[src/rtl/cwa_pkg.sv]
package cwa_pkg;
  localparam int DEF_CHAR_W = 10;
  localparam int DEF_PFX_W  = 7;
  // comma prefix, bit 0 first on the line; the other disparity is its inverse
  localparam logic [DEF_PFX_W-1:0] DEF_PFX = 7'b1111100;
endpackage

[src/rtl/cwa_window.sv]
module cwa_window #(
  parameter int CHAR_W = 10,
  localparam int WIN_W = 2*CHAR_W-1
) (
  input  logic              clk_i,
  input  logic              rst_ni,
  input  logic [CHAR_W-1:0] data_i,
  output logic [WIN_W-1:0]  win_o
);
  logic [CHAR_W-1:0] prev_q;

  // top bit of the newest word is never needed in the window
  always_ff @(posedge clk_i or negedge rst_ni) begin
    if (!rst_ni) begin
      prev_q <= '0;
      win_o  <= '0;
    end else begin
      prev_q <= data_i;
      win_o  <= {data_i[CHAR_W-2:0], prev_q};
    end
  end
endmodule

[src/rtl/cwa_comma_scan.sv]
module cwa_comma_scan #(
  parameter int CHAR_W = 10,
  parameter int PFX_W  = 7,
  parameter logic [PFX_W-1:0] PFX_P = 7'b1111100,
  localparam int SCAN_W = CHAR_W+PFX_W-1,
  localparam int OFF_W  = $clog2(CHAR_W)
) (
  input  logic [SCAN_W-1:0] win_i,
  output logic [CHAR_W-1:0] hit_vec_o,
  output logic              hit_o,
  output logic [OFF_W-1:0]  off_o
);
  for (genvar k = 0; k < CHAR_W; k++) begin : g_off
    assign hit_vec_o[k] = (win_i[k +: PFX_W] == PFX_P) ||
                          (win_i[k +: PFX_W] == ~PFX_P);
  end

  assign hit_o = |hit_vec_o;

  // lowest matching offset wins
  always_comb begin
    off_o = '0;
    for (int k = CHAR_W-1; k >= 0; k--) begin
      if (hit_vec_o[k]) off_o = OFF_W'(k);
    end
  end
endmodule

[src/rtl/cwa_barrel.sv]
module cwa_barrel #(
  parameter int CHAR_W = 10,
  localparam int WIN_W = 2*CHAR_W-1,
  localparam int OFF_W = $clog2(CHAR_W)
) (
  input  logic [WIN_W-1:0]  win_i,
  input  logic [OFF_W-1:0]  off_i,
  output logic [CHAR_W-1:0] char_o
);
  logic [CHAR_W-1:0] cand [CHAR_W];

  for (genvar k = 0; k < CHAR_W; k++) begin : g_cand
    assign cand[k] = win_i[k +: CHAR_W];
  end

  always_comb begin
    char_o = cand[0];
    for (int k = 1; k < CHAR_W; k++) begin
      if (off_i == OFF_W'(k)) char_o = cand[k];
    end
  end
endmodule

[src/rtl/cwa_aligner.sv]
module cwa_aligner
  import cwa_pkg::*;
#(
  parameter int CHAR_W = DEF_CHAR_W,
  parameter int PFX_W  = DEF_PFX_W,
  parameter logic [PFX_W-1:0] PFX_P = DEF_PFX
) (
  input  logic              clk_i,
  input  logic              rst_ni,
  input  logic [CHAR_W-1:0] data_i,
  output logic [CHAR_W-1:0] data_o,
  output logic              sync_o
);
  localparam int WIN_W  = 2*CHAR_W-1;
  localparam int SCAN_W = CHAR_W+PFX_W-1;
  localparam int OFF_W  = $clog2(CHAR_W);

  logic [WIN_W-1:0]  win_a;
  logic [WIN_W-1:0]  win_b;
  logic [CHAR_W-1:0] hit_vec;
  logic              hit;
  logic [OFF_W-1:0]  hit_off;
  logic [OFF_W-1:0]  off_q;
  logic              sync_b;
  logic [CHAR_W-1:0] char_b;

  cwa_window #(.CHAR_W(CHAR_W)) u_window (
    .clk_i  (clk_i),
    .rst_ni (rst_ni),
    .data_i (data_i),
    .win_o  (win_a)
  );

  cwa_comma_scan #(
    .CHAR_W (CHAR_W),
    .PFX_W  (PFX_W),
    .PFX_P  (PFX_P)
  ) u_scan (
    .win_i     (win_a[SCAN_W-1:0]),
    .hit_vec_o (hit_vec),
    .hit_o     (hit),
    .off_o     (hit_off)
  );

  // offset moves together with the window that held the comma
  always_ff @(posedge clk_i or negedge rst_ni) begin
    if (!rst_ni) begin
      win_b  <= '0;
      sync_b <= 1'b0;
      off_q  <= '0;
    end else begin
      win_b  <= win_a;
      sync_b <= hit;
      if (hit) off_q <= hit_off;
    end
  end

  cwa_barrel #(.CHAR_W(CHAR_W)) u_barrel (
    .win_i  (win_b),
    .off_i  (off_q),
    .char_o (char_b)
  );

  always_ff @(posedge clk_i or negedge rst_ni) begin
    if (!rst_ni) begin
      data_o <= '0;
      sync_o <= 1'b0;
    end else begin
      data_o <= char_b;
      sync_o <= sync_b;
    end
  end
endmodule

[config.mk]
export PLATFORM = sky130hd
export DESIGN_NAME = cwa_aligner
export DESIGN_NICKNAME = d
export VERILOG_FILES = /design/src/rtl/cwa_pkg.sv /design/src/rtl/cwa_window.sv /design/src/rtl/cwa_comma_scan.sv /design/src/rtl/cwa_barrel.sv /design/src/rtl/cwa_aligner.sv
export SDC_FILE = /design/constraint.sdc
export NUM_CORES = 1
export LEC_CHECK = 0
export BUFFER_PORTS_ARGS = -buffer_cell sky130_fd_sc_hd__clkbuf_2
export CORE_ASPECT_RATIO = 0.9
export CORE_MARGIN = 5
export CORE_UTILIZATION = 45
export DETAILED_ROUTE_END_ITERATION = 16
export PLACE_DENSITY = 0.61
export SLEW_MARGIN = 20
export SYNTH_ARGS = -nofsm -noshare
export SYNTH_HDL_FRONTEND = slang
export SYNTH_SLANG_ARGS = --single-unit
[constraint.sdc]
create_clock -name clk_i -period 2.28 [get_ports clk_i]
set_input_delay 0.456 -clock clk_i [delete_from_list [all_inputs] [get_ports clk_i]]
set_output_delay 0.456 -clock clk_i [all_outputs]
set_load 0.03 [all_outputs]
* Word-level counts from Yosys, hierarchy flattened
Index checks and enable logic that the tools add are counted.
Storage, ports and cells: flip-flop bits (word level) 64, input port bits 12
Cells by class: equal/unequal tests 29, mux-type cells 19, reductions and logical operators 11
Operator list (number):
- $mux 10 | 9
- $eq 7x2->1 const B | 10
- $eq 7x7->1 const B | 10
- $mux 4 | 10
- $eq 4x3->1 const B | 4
- $logic_or 1x1->1 | 10
- $reduce_or 10->1 | 1
- $eq 4x2->1 const B | 2
- $eq 4x4->1 const B | 2
- $eq 4x1->1 const B | 1

* Depth between registers and ports, before layout
Gate-level depths: netlist of the first run.
depth after elaboration 12, depth in mapped cells 8, mapped depth without buffers 6

* By module
From an unflattened synthesis of the first run, not the netlist that was laid out.
Unflattened totals: cells, all modules 363, area, all modules 3353.2 µm²
By module, submodules not included:
- cwa_barrel | times used 1, cells an instance 220, area an instance 1346.3 µm²
- cwa_aligner | times used 1, cells an instance 39, area an instance 920.9 µm²
- cwa_window | times used 1, cells an instance 29, area an instance 568.0 µm²
- cwa_comma_scan | times used 1, cells an instance 75, area an instance 518.0 µm²

* Least setup slack after synthesis of the first run
No wires, ideal clock.
path type register to register, start point register u_window.win_o[6], end point register off_q[0], setup time 0.125 ns, data arrival time 1.861 ns, data required time 2.155 ns, path slack 0.293 ns, stages on the path, launching flop included 7, path buffers 0, clock period less this slack 1.987 ns, cells stage by stage dfrtp_1 -> or4_4 -> or3_4 -> o311ai_2 -> a21oi_4 -> nand3_4 -> mux2_4
RTL lines:
- from (decl) | line cwa_window.sv:8 | output logic [WIN_W-1:0] win_o
- from (signal assigned) | line cwa_window.sv:19 | win_o <= {data_i[CHAR_W-2:0], prev_q};
- $eq 7x7->1 or $eq 7x2->1 (tied branches) | line cwa_comma_scan.sv:14, cwa_comma_scan.sv:15
- $logic_or 1x1->1 | line cwa_comma_scan.sv:14 | assign hit_vec_o[k] = (win_i[k +: PFX_W] == PFX_P) ||
- $reduce_or 10->1 (*) | line cwa_comma_scan.sv:18 | assign hit_o = |hit_vec_o;
- named net hit | line cwa_aligner.sv:21 | logic hit;
- to (signal assigned) | line cwa_aligner.sv:54 | if (hit) off_q <= hit_off;
- to (decl) | line cwa_aligner.sv:23 | logic [OFF_W-1:0] off_q;
The timed path passes the listed nets; every way through them passes the cells marked *. A chain may end at the register's enable or synchronous reset.

* Worst setup path after layout of the first run
start point register u_window.win_o[7], end point register off_q[0]
Same word-level chain as after synthesis.

==> impl_metrics.json, run 1 <==
{
  "start_util": 0.470,
  "min_path_type": "in2async",
  "grtUsageMet3": 0.0370,
  "yosysSeqAreaShare": 0.423,
  "synth_top_area_share": 0.423,
  "finalHoldViolCount": 0,
  "cts_setup_buffers": 0,
  "yosysTopAreaCell": "dfrtp_1",
  "irDropWorstVdd_mv": 0.431,
  "final-setup-viol-count": 0,
  "drtPass1Iterations": 5,
  "grtUsageMet1": 0.288,
  "min_period_ns": 2.14,
  "grt_max_degree": 47,
  "vias": 2514,
  "overflow": 0,
  "synth_area_leaders": "dfrtp_1, a21oi_1, o22ai_1",
  "r2r_cells": 6,
  "die_width_um": 92.0,
  "die_y_um": 83.8,
  "routed_via_density": 6.22,
  "seq_area_mm2": 0.00115,
  "gp_congestion": 0.857,
  "crit_path_start_kind": "flip-flop",
  "fin_setup_tns_ns": 0,
  "clk_pin_slew_ns": 0.10,
  "multi_input_area_mm2": 0.00138,
  "ctsResizeCount": 0,
  "cts-root-buf": "clkbuf_8",
  "dp_hpwl_um": 5110,
  "synth_ff_type": "dfrtp_1",
  "skew_ns": 0.0200,
  "post-route-drc-count": 0,
  "synth_seq_cells": 46,
  "grt_pass1_vias": 2286,
  "wire_per_inst_um": 18.1,
  "rsz0062_at_grt": "no",
  "synth_edf_count": 0,
  "clk_path_buf_depth": 2,
  "syn_area_mm2": 0.00272,
  "port_buffers": 22,
  "grt-busiest-layer": "met2",
  "critPathRequiredTime_ns": 2.47,
  "antenna_found_initial": 0,
  "syn2layout_area_growth_pct": 15.3,
  "r2r_slack_ns": 0.14,
  "n_fill_cell": 540,
  "slew_headroom": 0.626,
  "routed_wl_um": 7310,
  "rows": 26,
  "r2r_start": "u_window.win_o[7]$_DFF_PN0_",
  "pin_count": 23,
  "slew_viol_final": 0,
  "fin_total_pwr_mw": 2.66,
  "postSynth.asyncResetShare": 1.00,
  "worstPathArrival_ns": 2.32,
  "ant_nets": 0,
  "worst_pin_slew_ns": 0.561,
  "final_common_cell": "dfrtp_1",
  "drive_gt1_frac": 0.210,
  "yosysWarningCount": 0,
  "htreeDepth": 2,
  "cts_hold_buf": 0,
  "fp.coreArea_mm2": 0.00579,
  "cts_tree": "built",
  "grtUsageTotal": 0.196,
  "critPathMaxFanout": 8,
  "grt.met2_usage": 0.292,
  "fmax_ghz": 0.468,
  "insertion_delay_ns": 0.32,
  "drt_first_iter_violations": 288,
  "grt_pass1_wl_um": 12100,
  "synth_cell_types": 55,
  "powerDensity_mw_per_mm2": 846,
  "layout.nets": 345,
  "dieArea_mm2": 0.00771,
  "critPathKind": "reg2reg",
  "min_period_over_period": 0.937,
  "antenna_cells": 0,
  "end_kind": "flip-flop",
  "synth_nets": 316,
  "synth_cells": 304,
  "cts_sinks": 46,
  "outcome": "finished clean",
  "maxCapViolations": 0,
  "layout_common_cells": "dfrtp_1, a21oi_1, buf_4",
  "p_leak_nw": 1.31,
  "syn_area_per_cell_um2": 8.96,
  "reg2reg_to": "off_q[0]$_DFFE_PN0P_",
  "cts_buffers": 5
}
==> kinds of logic after synthesis <==
group,Yosys count,share of synthesized area
AO/OA/AOI/OAI,121,0.279
buffers and inverters,42,0.0694
flip-flops,46,0.423
multiplexers,11,0.0423
AND/OR/NAND/NOR,84,0.186
==> synth_stat cells, drive strengths merged (2+ instances only) <==
cell     instances
a21oi           35
a22oi            5
o22ai           21
a31oi            5
or3              3
o21ai           27
or4              4
o31a             2
nor2b           10
nor2            14
clkbuf          15
dfrtp           46
nor4             3
nand2b           3
or3b             2
nand2           20
nand3            3
o211ai           6
o311ai           2
inv             12
a211oi           8
nand4            4
nor4b            6
buf             15
nor3             4
mux2i           10
o2bb2ai          2
==> per-stage QoR <==
stage	utilization	hold slack, ns	std cells	cell area (um2)	worst slack [ns]
finish	0.542	0.215	404	3140	0.144
global route	0.542	0.238	404	3140	0.0809
CTS	0.542	0.241	404	3140	0.154
detailed placement	0.519	0.335	396	3000	0.172
global placement	0.519	0.333	396	3000	0.193
floorplan	-	0.160	304	2720	0.293
==> power breakdown <==
part	switching (mW)	internal, mW	leakage, nW
registers	0.0937	0.928	0.541
clock network	0.294	0.439	0.0683
logic	0.561	0.342	0.703
total	0.948	1.71	1.31
==> sequential cells by signal (all words and copies together), names as in the netlist <==
signal and count:
win_b 10, off_q 4, sync_b 1, sync_o 1, u_window.win_o 18, u_window.prev_q 2, data_o 10
==> critical path, stage by stage, from the launching register on <==
cell and delay, ns:
dfrtp_1 0.47, or4_1 0.60, a211oi_1 0.24, a21oi_1 0.11, and2_1 0.21, nand3_4 0.10, mux2_4 0.29
==> final cells by class <==
| type | instances | area share |
|---|---|---|
| Multi-Input combinational cell | 216 | 0.441 |
| Sequential cell | 46 | 0.367 |
| Timing Repair Buffer | 52 | 0.107 |
| Tap cell | 70 | 0.0279 |
| Clock buffer | 5 | 0.0219 |
| Clock inverter | 3 | 0.0219 |
| Inverter | 12 | 0.0143 |
==> worst max path at each step <==
stage | depth (start not counted) | slack [ns] | to | startpoint
2_1_floorplan | 6 | 0.29 | off_q[0]$_DFFE_PN0P_ | u_window.win_o[6]$_DFF_PN0_
3_3_place_gp | 6 | 0.19 | off_q[0]$_DFFE_PN0P_ | u_window.win_o[7]$_DFF_PN0_
3_5_place_dp | 6 | 0.17 | off_q[0]$_DFFE_PN0P_ | u_window.win_o[7]$_DFF_PN0_
4_1_cts | 6 | 0.15 | off_q[0]$_DFFE_PN0P_ | u_window.win_o[7]$_DFF_PN0_
5_1_grt | 6 | 0.08 | off_q[0]$_DFFE_PN0P_ | u_window.win_o[7]$_DFF_PN0_
6_report | 6 | 0.14 | off_q[0]$_DFFE_PN0P_ | u_window.win_o[7]$_DFF_PN0_
==> metal layers <==
layer	wire length, um	vias to the layer above
li1	-	1192
met3	570	6
met5	0	-
met4	90	0
met2	3350	106
met1	3300	1210
Note: power is estimated with default switching activity, not from simulation.
==> run 2, diff against run 1 <==
PLACE_DENSITY = unset   (was 0.61)
PLACE_DENSITY_LB_ADDON = 0.25   (was unset)
==> run 2 against run 1 <==
Against the previous run: wire length is 5.0% lower; register-to-register slack hardly changed; clock skew is 0.013 ns lower; die area stayed put; flip-flop and latch count stayed put; first-iteration DRC count is 12% lower; design area is 2.6% lower; global-route usage is 0.85 points lower; clock power is 29% lower; sequential share of layout area is 0.97 points higher; core utilization is 1.4 points lower; critical path type unchanged; highest routed layer unchanged.
==> impl_metrics.json, run 2 (synthesis results as in run 1) <==
{
  "ctsResizeCount": 0,
  "min_period_over_period": 0.932,
  "power.share.clock": 0.216,
  "antenna_cells": 0,
  "r2r_cells": 6,
  "start_util": 0.470,
  "routed_via_density": 6.14,
  "drt_first_iter_violations": 254,
  "vias": 2450,
  "placed_cell_area_mm2": 0.00297,
  "syn2layout_area_growth_pct": 12.3,
  "sw_frac_of_total": 0.386,
  "path_cells": "or4_4, or3_4, o311ai_2, a21oi_4, nand3_4, mux2_4",
  "crit_slowest_cell": "or4_4",
  "insertion_delay_ns": 0.30,
  "pin_count": 23,
  "grtUsageTotal": 0.188,
  "regMostFlops": "u_window.win_o",
  "outcome": "finished clean",
  "dieArea_mm2": 0.00771,
  "clk_path_buf_depth": 2,
  "routed_wl_um": 6950,
  "die_y_um": 83.8,
  "cts_sinks": 46,
  "cts_setup_buffers": 0,
  "fmax_ghz": 0.470,
  "final-setup-viol-count": 0,
  "power.switching_mw": 0.933,
  "final_common_cell": "dfrtp_1",
  "p_leak_nw": 1.26,
  "r2r_start": "u_window.win_o[5]$_DFF_PN0_",
  "slowest_delay_ns": 0.58,
  "combPwrFrac": 0.359,
  "critical_path_depth": 6,
  "port_buffers": 22,
  "cts_tree": "built",
  "min_path_type": "in2async",
  "cts_buffers": 5,
  "crit_path_start_kind": "flip-flop",
  "maxCapViolations": 0,
  "finalHoldViolCount": 0,
  "clk_pin_slew_ns": 0.09,
  "rows": 26,
  "worst_pin_slew_ns": 0.577,
  "post-route-drc-count": 0,
  "grt_pass1_vias": 2310,
  "layout.nets": 340,
  "ant_nets": 0,
  "drtPass1Iterations": 4,
  "cts-root-buf": "clkbuf_8",
  "critPathMaxFanout": 7,
  "rsz0062_at_grt": "no",
  "layout_common_cells": "dfrtp_1, a21oi_1, o21ai_0",
  "skew_ns": 0.00735,
  "seqPwrFrac": 0.425,
  "critPathKind": "reg2reg",
  "critPathRequiredTime_ns": 2.48,
  "die_width_um": 92.0,
  "end_kind": "flip-flop",
  "dp_hpwl_um": 4950,
  "reg_top3": "u_window.win_o x18, data_o x10, win_b x10",
  "grt_max_degree": 47,
  "wire_per_inst_um": 17.4,
  "final_area_mm2": 0.00306,
  "fp.coreArea_mm2": 0.00579,
  "antenna_found_initial": 0,
  "slew_viol_final": 0,
  "gp_congestion": 0.872,
  "grt_pass1_wl_um": 11800,
  "largest_reg_flops": 18,
  "min_period_ns": 2.13,
  "cp-startpoint": "u_window.win_o[5]$_DFF_PN0_",
  "crit_buf_inv": 0,
  "fin_setup_tns_ns": 0,
  "overflow": 0,
  "worstPathArrival_ns": 2.32,
  "cts_hold_buf": 0,
  "slew_headroom": 0.615,
  "powerDensity_mw_per_mm2": 791,
  "drive_gt1_frac": 0.198,
  "internal_power_mw": 1.49,
  "htreeDepth": 2,
  "path_delay_family": "simple AND/OR/NAND/NOR gates",
  "irDropWorstVdd_mv": 0.439
}
## run 2: cell types whose count changed in the layout (fill, tap and decap cells not counted), sizes merged
cell and change:
bufinv -2, inv +1, clkinvlp +1, buf -5
## run 2: layout make-up
cell class	count	area, um2
Inverter	12	45.0
Timing Repair Buffer	47	298
Multi-Input combinational cell	216	1380
Clock inverter	3	25.0
Tap cell	70	87.6
Fill cell	556	2730
Clock buffer	5	68.8
Sequential cell	46	1150
## run 2: per-layer routing
metal / wire [um] / GRT usage
met3: 465 / 0.0307
met4: 69 / 0.0634
met5: 0 / 0
met2: 3350 / 0.305
met1: 3060 / 0.255
## run 2: power groups by stage
stage          Clock [mW]  Sequential (mW)  Combinational, mW
6_report            0.523             1.03              0.870
5_1_grt             0.575             1.05              0.950
4_1_cts             0.538             1.03              0.871
3_5_place_dp            0             1.04              0.869
3_3_place_gp            0             1.04              0.862
2_1_floorplan           0             1.15              0.506
## run 2: worst paths after layout
path,end,slack [ns]
max,off_q[0]$_DFFE_PN0P_,0.15
min,data_o[2]$_DFF_PN0_,0.23
max reg2reg,off_q[0]$_DFFE_PN0P_,0.15
min reg2reg,sync_o$_DFF_PN0_,0.36
max in group asynchronous,data_o[7]$_DFF_PN0_,1.66
min in group clk_i,u_window.prev_q[9]$_DFF_PN0_,0.25
## run 2: through the flow
stage,utilization,hold slack [ns],worst slack [ns],std cells,power [mW]
global placement,0.512,0.342,0.219,391,1.90
CTS,0.528,0.242,0.152,399,2.43
global route,0.528,0.235,0.0652,399,2.57
floorplan,-,0.160,0.293,304,1.66
detailed placement,0.512,0.340,0.177,391,1.91
finish,0.528,0.229,0.154,399,2.42
